## src/rtl/spo_pkg.sv

```systemverilog
package spo_pkg;
    // strobe events detected on the system clock
    typedef struct packed {
        logic shift;
        logic store;
    } spo_evt_t;
endpackage

```

## src/rtl/spo_strobe_sync.sv

```systemverilog
module spo_strobe_sync #(
    parameter int SYNC = 2
) (
    input  logic clk,
    input  logic rst_n,
    input  logic stb_in,
    output logic rise
);
    localparam int DEPTH = SYNC + 1;

    logic [DEPTH-1:0] pipe_d, pipe_q;

    always_comb begin
        pipe_d = {pipe_q[DEPTH-2:0], stb_in};
    end

    always_ff @(posedge clk or negedge rst_n) begin
        if (!rst_n) pipe_q <= '0;
        else        pipe_q <= pipe_d;
    end

    assign rise = pipe_q[SYNC-1] & ~pipe_q[SYNC];
endmodule

```

## src/rtl/spo_clr_sync.sv

```systemverilog
module spo_clr_sync #(
    parameter int SYNC = 2
) (
    input  logic clk,
    input  logic arst_n,
    output logic rel_n
);
    logic [SYNC-1:0] q_d, q_q;

    always_comb begin
        q_d = {q_q[SYNC-2:0], 1'b1};
    end

    always_ff @(posedge clk or negedge arst_n) begin
        if (!arst_n) q_q <= '0;
        else         q_q <= q_d;
    end

    assign rel_n = q_q[SYNC-1];
endmodule

```

## src/rtl/spo_reg.sv

```systemverilog
module spo_reg
    import spo_pkg::*;
#(
    parameter int W    = 8,
    parameter int SYNC = 2
) (
    input  logic         clk,
    input  logic         rst_n,
    input  logic         ser_in,
    input  logic         shift_stb,
    input  logic         store_stb,
    input  logic         clr_n,
    input  logic         oe_n,
    output logic [W-1:0] par_data,
    output logic         par_en,
    output logic         chain_out
);
    typedef struct packed {
        logic [W-1:0] sr;
    } shift_t;

    typedef struct packed {
        logic [W-1:0] hr;
    } hold_t;

    spo_evt_t evt;
    logic     clr_arst_n;
    logic     shift_rst_n;
    shift_t   shift_d, shift_q;
    hold_t    hold_d, hold_q;

    spo_strobe_sync #(.SYNC(SYNC)) u_shift_sync (
        .clk    (clk),
        .rst_n  (rst_n),
        .stb_in (shift_stb),
        .rise   (evt.shift)
    );

    spo_strobe_sync #(.SYNC(SYNC)) u_store_sync (
        .clk    (clk),
        .rst_n  (rst_n),
        .stb_in (store_stb),
        .rise   (evt.store)
    );

    // clear asserts at once, releases on the clock
    assign clr_arst_n = rst_n & clr_n;

    spo_clr_sync #(.SYNC(SYNC)) u_clr_sync (
        .clk    (clk),
        .arst_n (clr_arst_n),
        .rel_n  (shift_rst_n)
    );

    always_comb begin
        shift_d = shift_q;
        hold_d  = hold_q;
        if (evt.shift) shift_d.sr = {shift_q.sr[W-2:0], ser_in};
        // store takes the pre-shift word when both events coincide
        if (evt.store) hold_d.hr = shift_q.sr;
    end

    always_ff @(posedge clk or negedge shift_rst_n) begin
        if (!shift_rst_n) shift_q <= '0;
        else              shift_q <= shift_d;
    end

    always_ff @(posedge clk or negedge rst_n) begin
        if (!rst_n) hold_q <= '0;
        else        hold_q <= hold_d;
    end

    assign par_data  = hold_q.hr;
    assign par_en    = ~oe_n;
    assign chain_out = shift_q.sr[W-1];
endmodule

```

## config.mk

```make
export PLATFORM = sky130hd
export DESIGN_NAME = spo_reg
export DESIGN_NICKNAME = d
export VERILOG_FILES = /design/src/rtl/spo_pkg.sv /design/src/rtl/spo_strobe_sync.sv /design/src/rtl/spo_clr_sync.sv /design/src/rtl/spo_reg.sv
export SDC_FILE = /design/constraint.sdc
export NUM_CORES = 1
export LEC_CHECK = 0
export BUFFER_PORTS_ARGS = -buffer_cell sky130_fd_sc_hd__buf_2
export CORE_MARGIN = 2
export CORE_UTILIZATION = 55
export CTS_BUF_LIST = sky130_fd_sc_hd__clkbuf_8
export CTS_CLUSTER_SIZE = 8
export DETAILED_ROUTE_END_ITERATION = 12
export PLACE_DENSITY = 0.78
export SYNTH_ARGS = -nofsm -noshare
export SYNTH_HDL_FRONTEND = slang
export SYNTH_SLANG_ARGS = --single-unit
```

## constraint.sdc

```tcl
create_clock -name clk -period 0.8 [get_ports clk]
set_clock_uncertainty 0.2 [all_clocks]
set_input_delay 0.16 -clock clk [delete_from_list [all_inputs] [get_ports clk]]
set_output_delay 0.16 -clock clk [all_outputs]
set_load 0.1 [all_outputs]
```

==> flow_summary.ini <==
[cells_and_area]
nFillCells = 66
multi_input_area_um2 = 278
finalNetCount = 84
area_delta_synth_final_pct = 46.1
n_antenna_cell = 0
drive_gt1_frac = 0.737
stdcell_count = 92
design_area_um2 = 1320
seq_area_um2 = 634

[yosys]
synth_commonest_cells = 24 x dfrtp_1, 16 x mux2_4, 2 x buf_6
ys_types = 8
synth_seq_cells = 24
synth_area_leaders = dfrtp_1 66%, mux2_4 27%, buf_6 2.5%
syn_avg_cell_area_um2 = 19.2
ys_seq_area_frac = 0.664
synth_cells = 47
syn_area_um2 = 905
post-synth-top-count-cell = dfrtp_1
yosysWarningCount = 0
yosys.area.top_type = dfrtp_1
synthArstFlopShare = 1.00
synth.top_cell.area_share = 0.664
synth_fp_nets = 54
synth_edf_count = 0
synth-main-ff-cell = dfrtp_1

[route]
wl_per_cell_um = 16.9
drtIter0Drc = 1
drc = 0
drtPass1Iterations = 3
via_per_inst = 4.88
wl_mm = 1.56
num_vias = 449
ant_nets = 0

[global_route]
first_global_vias = 529
track_usage = 0.188
use_met1 = 0.262
busiest_layer = met2
grt_max_degree = 14
grt_pass1_wl_mm = 2.58
use_met3 = 0.0531
use_met2 = 0.296
antenna_found_initial = 0
gr-total-overflow = 0

[cts]
clockBufferDepth = 2
clkLatencyLatePin_ns = 0.25
clk_pin_slew_ns = 0.07
tritoncts = yes
cts_hold_buffers = 2
htreeDepth = 1
clockRootBuffer = clkbuf_8
clock_sinks = 24
cts_made_buffers = 3

[place]
dp_hpwl_mm = 1.10
postPlaceCellArea_um2 = 1210
io_buffers = 16
place_inst = 81
place.gp.congestion = 0.651

[timing]
fmax_mhz = 775
rsz0062_at_grt = true
period_needed_ns = 1.29
period_share = 1.61
hold_viol_final = 11
hold_slack_ns = -0.189
setup_viol = 27
finalSetupTns_ns = -11.67
slew_violations = 0
fin_ws_ns = -0.491

[hold_path]
hold_path.class = primary input to flip-flop

[floorplanning]
ioPinCount = 17
die_w_um = 44.6
die_height_um = 44.6
initial_core_util = 0.594
rows = 14
core-area_um2 = 1520
die_area_um2 = 1990

[job]
maxCapViolCount = 0

[critical_path]
worstSetupPathType = flip-flop to flip-flop
start_kind = flip-flop
endpoint_kind = flip-flop
cp_max_fo = 8
arrival_ns = 1.23
cp.required_ns = 0.74

[outcome]
outcome = finished with violations
violations = negative hold slack, negative setup slack
## final cells by class
class	instances	area share
timing repair buffer	27	0.255
sequential	24	0.480
multi-input combinational	20	0.210
inverter	1	0.00568
clock inverter	1	0.00284
clock buffer	3	0.0312
tap	16	0.0152
## registers in the layout, summed over array words and instances, names as in the netlist
signal / flops
u_shift_sync.pipe_q: 3
u_clr_sync.q_q: 2
u_store_sync.pipe_q: 3
shift_q: 8
par_data: 8
## metrics by stage
| stage | setup WS, ns | utilization | hold slack [ns] |
|---|---|---|---|
| detailed placement | -0.492 | 0.796 | -0.129 |
| finish | -0.491 | 0.867 | -0.189 |
| global route | -0.528 | 0.867 | -0.201 |
| CTS | -0.500 | 0.847 | -0.195 |
| global placement | -0.454 | 0.796 | -0.149 |
| floorplan | -0.439 | - | -0.336 |
## metal layers
layer / share of wire / wire [µm]
met1: 0.46 / 723
met2: 0.49 / 770
met3: 0.040 / 62
met4: 0 / 0
met5: 0 / 0
## what timing repair did
action	CTS	global route
endpoints found under the hold margin	27	11
buffers inserted	1	5
resized for setup	1	0
endpoints found under the setup margin	27	27
## worst max-delay path, stage by stage, from the launching register on
cell and delay (ns):
dfrtp_1 0.40, nor2b_4 0.14, buf_12 0.14, mux2_4 0.30
## worst paths after layout
| kind | slack, ns | startpoint | cells after the start | to |
|---|---|---|---|---|
| max | -0.49 | u_shift_sync.pipe_q[2] | 3 | shift_q[6] |
| min reg2reg | -0.08 | u_clr_sync.q_q[1] | 0 | shift_q[1] |
| min in group asynchronous | -0.08 | u_clr_sync.q_q[1] | 0 | shift_q[1] |
| max in group asynchronous | 0.05 | rst_n | 3 | par_data[7] |
| max reg2reg | -0.49 | u_shift_sync.pipe_q[2] | 3 | shift_q[6] |
| min | -0.19 | store_stb | 1 | u_store_sync.pipe_q[0] |
## cell usage in the layout (no fill, tap or decap)
cell type / Yosys / final
mux2_4: 16 / 16
dfrtp_1: 24 / 15
buf_12: 0 / 11
dfrtp_4: 0 / 9
buf_4: 0 / 8
buf_2: 0 / 5
clkbuf_8: 0 / 3
dlygate4sd3_1: 0 / 2
nor2b_4: 1 / 1
nand2b_4: 1 / 1
clkinvlp_4: 0 / 1
and2_1: 1 / 1
inv_1: 1 / 1
buf_6: 2 / 1
conb_1: 1 / 1
## kinds of logic after synthesis
group	synth area share
buffers and inverters	0.0290
and+or+nand+nor	0.0373
muxes	0.266
DFF	0.664
other	0.00415
Power is left out: the tool's default activity adds up to more than one toggle a clock period on the data nets, which glitch-free logic cannot reach.
